[src/rtl/sio_port.sv]
module sio_port #(
  parameter int OVS = 16
) (
  input  logic       clk,
  input  logic       rst_n,
  input  logic       baud_tick,
  input  logic       reg_we,
  input  logic       reg_addr,
  input  logic [7:0] reg_wdata,
  output logic [7:0] reg_rdata,
  input  logic       rxd,
  output logic       txd,
  output logic       irq
);
  localparam int CW = $clog2(OVS);
  localparam logic [CW-1:0] LAST = CW'(OVS - 1);
  localparam logic [CW-1:0] MID  = CW'(OVS / 2 + 1);

  logic ti, ri, ovr, rb8, tb8, ren, mode9;
  logic [7:0] rx_buf;

  wire ctl_wr = reg_we & ~reg_addr;
  wire dat_wr = reg_we & reg_addr;

  // transmitter: stop bit is the highest 1, zero fill marks the end
  logic          tx_busy;
  logic [10:0]   tx_sr;
  logic [CW-1:0] tx_cnt;
  wire tx_bit_end = tx_busy & baud_tick & (tx_cnt == LAST);
  wire tx_done    = tx_bit_end & ~|tx_sr[10:1];

  always_ff @(posedge clk) begin
    if (!rst_n) begin
      tx_busy <= 1'b0;
      tx_sr   <= '0;
      tx_cnt  <= '0;
    end else if (dat_wr) begin
      tx_busy <= 1'b1;
      tx_sr   <= mode9 ? {1'b1, tb8, reg_wdata, 1'b0} : {2'b01, reg_wdata, 1'b0};
      tx_cnt  <= '0;
    end else if (tx_busy && baud_tick) begin
      tx_cnt <= (tx_cnt == LAST) ? '0 : tx_cnt + 1'b1;
      if (tx_done)         tx_busy <= 1'b0;
      else if (tx_bit_end) tx_sr   <= tx_sr >> 1;
    end
  end

  assign txd = ~tx_busy | tx_sr[0];

  // receiver
  logic          rx_m, rx_s, rx_last;
  logic [1:0]    hist;
  logic          rx_act;
  logic [CW-1:0] rx_cnt;
  logic [3:0]    rx_bit;
  logic [8:0]    rx_sr;

  wire       vote     = (hist[1] & hist[0]) | (hist[1] & rx_s) | (hist[0] & rx_s);
  wire [3:0] last_bit = mode9 ? 4'd10 : 4'd9;
  wire       rx_mid   = rx_act & ren & baud_tick & (rx_cnt == MID);
  wire       rx_done  = rx_mid & (rx_bit == last_bit);
  wire [8:0] rx_word  = mode9 ? rx_sr : {vote, rx_sr[8:1]};

  always_ff @(posedge clk) begin
    if (!rst_n) begin
      rx_m    <= 1'b1;
      rx_s    <= 1'b1;
      rx_last <= 1'b1;
      hist    <= 2'b11;
      rx_act  <= 1'b0;
      rx_cnt  <= '0;
      rx_bit  <= '0;
      rx_sr   <= '0;
    end else begin
      rx_m <= rxd;
      rx_s <= rx_m;
      if (baud_tick) begin
        rx_last <= rx_s;
        hist    <= {hist[0], rx_s};
      end
      if (!ren) begin
        rx_act <= 1'b0;
      end else if (baud_tick) begin
        if (!rx_act) begin
          if (rx_last && !rx_s) begin
            rx_act <= 1'b1;
            rx_cnt <= '0;
            rx_bit <= '0;
          end
        end else begin
          rx_cnt <= (rx_cnt == LAST) ? '0 : rx_cnt + 1'b1;
          if (rx_cnt == MID) begin
            if ((rx_bit == 4'd0 && vote) || rx_bit == last_bit) begin
              rx_act <= 1'b0;
            end else begin
              if (rx_bit != 4'd0) rx_sr <= {vote, rx_sr[8:1]};
              rx_bit <= rx_bit + 1'b1;
            end
          end
        end
      end
    end
  end

  // control, flags and receive latch
  always_ff @(posedge clk) begin
    if (!rst_n) begin
      ti <= 1'b0; ri <= 1'b0; ovr <= 1'b0; rb8 <= 1'b0;
      tb8 <= 1'b0; ren <= 1'b0; mode9 <= 1'b0;
      rx_buf <= '0;
    end else begin
      ti  <= tx_done | (ti  & ~(ctl_wr & ~reg_wdata[0]));
      ri  <= rx_done | (ri  & ~(ctl_wr & ~reg_wdata[1]));
      ovr <= (rx_done & ri) | (ovr & ~(ctl_wr & ~reg_wdata[2]));
      if (rx_done) begin
        rx_buf <= rx_word[7:0];
        rb8    <= rx_word[8];
      end
      if (ctl_wr) begin
        tb8   <= reg_wdata[4];
        ren   <= reg_wdata[5];
        mode9 <= reg_wdata[6];
      end
    end
  end

  assign reg_rdata = reg_addr ? rx_buf : {1'b0, mode9, ren, tb8, rb8, ovr, ri, ti};
  assign irq = ti | ri;
endmodule

[config.mk]
export PLATFORM = sky130hd
export DESIGN_NAME = sio_port
export DESIGN_NICKNAME = d
export VERILOG_FILES = /design/src/rtl/sio_port.sv
export SDC_FILE = /design/constraint.sdc
export NUM_CORES = 1
export LEC_CHECK = 0
export ABC_CLOCK_PERIOD_IN_PS = 1500
export BUFFER_PORTS_ARGS = -buffer_cell sky130_fd_sc_hd__buf_2
export CORE_MARGIN = 2
export CORE_UTILIZATION = 35
export DETAILED_ROUTE_END_ITERATION = 8
export PLACE_DENSITY = 0.59
export SLEW_MARGIN = 0
export SYNTH_ARGS = -nofsm -noshare
export SYNTH_HDL_FRONTEND = slang
export SYNTH_SLANG_ARGS = --single-unit
[constraint.sdc]
create_clock -name clk -period 1.5 [get_ports clk]
set_input_delay 0.075 -clock clk [delete_from_list [all_inputs] [get_ports clk]]
set_output_delay 0.075 -clock clk [all_outputs]
set_load 0.05 [all_outputs]
==> out/results.env <==
FINAL_CORE_UTILIZATION_PCT=46.9
ROUTE.DETAILED.WL_PER_INST_UM=13.7
POST_ROUTE_CELLS_DRIVE_ABOVE_1_SHARE_PCT=36.7
YOSYS-TOP-CELLS-COUNT='sky130_fd_sc_hd__dfxtp_1 (53), sky130_fd_sc_hd__nand2_1 (36), sky130_fd_sc_hd__a21oi_1 (23), sky130_fd_sc_hd__mux2i_1 (22), sky130_fd_sc_hd__nor2_1 (19)'
GLOBALROUTEOVERFLOWTOTAL=0
GP_CONGESTION=0.834
FP.COREAREA_UM2=7250
VIOLATIONS_IN_THE_FINAL_REPORTS='setup timing'
POWER_SWITCHING_uW=633
POWER.SHARE.SWITCHING_PCT=25.5
FLOORPLAN.DIE_AREA_UM2=8230
GRT.MET1_USAGE_PCT=20.2
TRITONCTS.NUM_BUFFERS=5
SYNTH-SEQ-AREA-SHARE_PCT=40.3
POWER.SHARE.CLOCK_PCT=33.5
CLOCK_SINK_COUNT=53
NFILLCELLS=688
GLOBALROUTE.BUSIESTLAYER='met2'
IR_WORST_VDD_mV=0.483
GRTUSAGETOTAL_PCT=14.8
TIMING.FMAX_GHz=0.583
CRITICAL_PATH_SINK_TYPE='flop'
NETLIST_INSTANCES=292
PERIOD_MINUS_SLACK_NS=1.71
OUTCOME='finished, violations left'
GROUTE.LAYER.MET2.USAGE_PCT=25.0
CRITICAL_PATH_CLASS='reg2reg'
SYN_AVG_CELL_AREA_UM2=9.01
TOTAL_POWER_mW=2.48
FINALCRITPERIODSHARE_PCT=114
NETLIST-CELL-TYPE-COUNT=46
SYNTH-EDFF-COUNT=0
FIRST_GLOBAL_VIAS=2184
FINAL_HOLD_VIOLATION_COUNT=0
NUM_VIAS=2290
POWER.SHARE.SEQUENTIAL_PCT=57.8
SYNTH_TOP_AREA_SHARE_PCT=40.3
DRV_SLEW=0
MET3_USAGE_PCT=2.50
YOSYS_WARNINGS=0
CLK_PIN_SLEW_NS=0.10
FIN_WS_NS=-0.215
MIN_PATH_TYPE='in2reg'
WORST_SETUP_PATH_START_KIND='flop'
FINALCLOCKSKEW_NS=0.0116
ASYNC_FLOP_SHARE_PCT=0
CRITPATHREQUIREDTIME_NS=1.69
SETUP_VIOLATIONS=20
CLOCK_TREE.ROOT_CELL='sky130_fd_sc_hd__clkbuf_8'
DPL_WORST_SLACK_NS=-0.196
SYNTH_TOP_CELL_BY_AREA='sky130_fd_sc_hd__dfxtp_1'
WORST_SKEW_PAIR.LATE_LATENCY_NS=0.30
ROUTED_WIRELENGTH_MM=6.08
PWR_DENSITY_CELL_nW_PER_UM2=729
CLOCK_TREE_FROM_TRITONCTS='built'
ROUTE.DETAILED.DRC=0
DPL.CELL_COUNT=428
FIN_NETS=364
ANTENNA_FOUND_INITIAL=0
TOTAL_LEAKAGE_POWER_nW=1.30
WORSTPATHMAXFANOUT=5
DETAILED_PLACE_HPWL_MM=3.96
WIRE_LENGTH_OF_THE_FIRST_GLOBAL_ROUTING_PASS_MM=10.1
FINAL_CELLS=445
DETAIL_ROUTE.VIAS_PER_CELL=5.15
REG2REG_SLACK_NS=-0.21
CHIPWIDTH_UM=90.7
NETLIST_TOP_CELLS_AREA='sky130_fd_sc_hd__dfxtp_1 (40%), sky130_fd_sc_hd__mux2i_1 (8.4%), sky130_fd_sc_hd__mux2_2 (6.4%)'
TOTAL_NETS_AFTER_SYNTHESIS=311
CTS_BUFFER_DEPTH=2
POST-SYNTH-TOP-COUNT-CELL='sky130_fd_sc_hd__dfxtp_1'
EFFECTIVE_UTILIZATION_AT_FLOORPLAN_PCT=36.3
NUM_IO_PINS=24
MAX-CAP-VIOLATIONS=0
YS_FF_LATCH=53
TIMING.SLEW.HEADROOM_PCT=73.7
PORT_BUFFERS=23
WORST_HOLD_SLACK_NS=0.0186
LAYOUT-AREA-OVERHEAD-VS-SYNTH_PCT=29.3
FP.DIEH_UM=90.7
H-TREE-DEPTH=2
UNREPAIRED_SETUP_ENDPOINTS_AFTER_GLOBAL_ROUTING='yes'
FIRST_PASS_ITERS=4
NUM_ANTENNA_CELLS=0
SYNTHESIS.AREA_UM2=2630
WORSTMARGINPINSLEW_NS=0.395
YS_DOMINANT_REG_CELL='sky130_fd_sc_hd__dfxtp_1'
MAXIMUM_NUMBER_OF_PINS_ON_ONE_NET_BEFORE_GLOBAL_ROUTE_REPAIR=30
WORST-ENDPOINT-ARRIVAL_NS=1.90
ANTENNA_LEFT=0
FLOORPLAN.ROWS=31
POWER.SHARE.COMBINATIONAL_PCT=8.7
INTERNAL_POWER_mW=1.85
DETAIL_ROUTE.ITER0.VIOLATIONS=112
metal layers:
layer | wire length (µm) | vias up
met4 | 29 | 0
met5 | 0 | -
met3 | 192 | 2
met2 | 2890 | 50
li1 | - | 1144
met1 | 2970 | 1094
worst max-delay path: stages (launching register included):
cell                        delay, ns
sky130_fd_sc_hd__dfxtp_2         0.35
sky130_fd_sc_hd__or3b_4          0.41
sky130_fd_sc_hd__a2111oi_4       0.33
sky130_fd_sc_hd__buf_6           0.19
sky130_fd_sc_hd__buf_4           0.14
sky130_fd_sc_hd__buf_16          0.11
sky130_fd_sc_hd__a211oi_2        0.06
final timing paths:
| check | end | cells after the start | startpoint |
|---|---|---|---|
| worst max register to register | rx_buf[0]$_SDFFE_PN0P_ | 6 | rx_bit[0]$_SDFFE_PN0P_ |
| worst max-delay path | rx_buf[0]$_SDFFE_PN0P_ | 6 | rx_bit[0]$_SDFFE_PN0P_ |
| worst min-delay path | tb8$_SDFFE_PN0P_ | 3 | reg_wdata[4] |
| worst min register to register | rx_s$_SDFF_PN1_ | 1 | rx_m$_SDFF_PN1_ |
sequential cells by signal, indices dropped and copies added (netlist names):
name	count
ovr	1
rx_m	1
rx_cnt	4
rx_s	1
ren	1
rx_act	1
ti	1
rb8	1
ri	1
tb8	1
mode9	1
tx_busy	1
rx_bit	4
rx_sr	9
rx_buf	8
hist	2
tx_cnt	4
tx_sr	11
stage by stage:
stage / TNS (ns) / cell area, µm²
floorplan: -1.22 / 2660
global placement: -2.80 / 3050
detailed placement: -3.05 / 3050
CTS: -3.03 / 3350
global route: -5.16 / 3400
finish: -3.29 / 3400
cells in the final DEF (no fill, tap or decap), types with 3 or more instances in the layout:
cell,synthesis,layout
sky130_fd_sc_hd__buf_16,0,3
sky130_fd_sc_hd__a31oi_1,3,3
sky130_fd_sc_hd__nor2_1,19,14
sky130_fd_sc_hd__o21ai_1,1,8
sky130_fd_sc_hd__nand2b_1,6,6
sky130_fd_sc_hd__and2_1,4,4
sky130_fd_sc_hd__a211oi_2,9,9
sky130_fd_sc_hd__nand4_1,3,3
sky130_fd_sc_hd__inv_1,6,5
sky130_fd_sc_hd__nor2_2,0,4
sky130_fd_sc_hd__mux2i_1,22,22
sky130_fd_sc_hd__buf_4,1,34
sky130_fd_sc_hd__clkbuf_8,0,5
sky130_fd_sc_hd__ha_1,5,3
sky130_fd_sc_hd__a21oi_2,0,3
sky130_fd_sc_hd__a21oi_1,23,20
sky130_fd_sc_hd__nand2_1,36,35
sky130_fd_sc_hd__buf_2,6,22
sky130_fd_sc_hd__nor3_1,4,3
sky130_fd_sc_hd__dfxtp_2,0,3
sky130_fd_sc_hd__nand3_1,16,14
sky130_fd_sc_hd__dfxtp_1,53,49
sky130_fd_sc_hd__o21ai_0,15,8
sky130_fd_sc_hd__mux2_2,15,15
sky130_fd_sc_hd__o211ai_1,3,3
sky130_fd_sc_hd__nand3b_1,3,3
kinds of logic after synthesis:
| logic type | synth area share [%] |
|---|---|
| and+or+nand+nor | 19.8 |
| AOI/OAI and AO/OA | 16.7 |
| DFF | 40.3 |
| muxes | 14.8 |
| buffers and inverters | 4.57 |
| adders and majority gates | 2.76 |
| xor gates and xnor gates | 0.999 |
layout make-up:
cell class | count | area (µm²) | share of cell area, %
timing repair buffer | 65 | 528 | 15.5
clock buffer | 5 | 68.8 | 2.02
sequential | 53 | 1070 | 31.4
tap | 99 | 124 | 3.64
inverter | 6 | 22.5 | 0.662
clock inverter | 3 | 20.0 | 0.588
multi-input combinational | 214 | 1570 | 46.2
power groups by stage:
stage | Combinational, mW | Sequential, mW | Clock, mW
2_1_floorplan | 0.138 | 1.46 | 0
3_3_place_gp | 0.208 | 1.47 | 0
3_5_place_dp | 0.211 | 1.47 | 0
4_1_cts | 0.214 | 1.43 | 0.859
5_1_grt | 0.235 | 1.44 | 0.909
6_report | 0.217 | 1.43 | 0.830
timing repair:
action                                 in CTS  in global routing
endpoints found under the hold margin       1                  0
hold buffers                                1                  0
buffers inserted                            6                  0
pin swaps                                   5                  4
gates cloned                                4                  0
setup endpoints to repair                  23                 34
resized for setup                          17                 15
No activity file was read; power rests on OpenSTA's default activity.
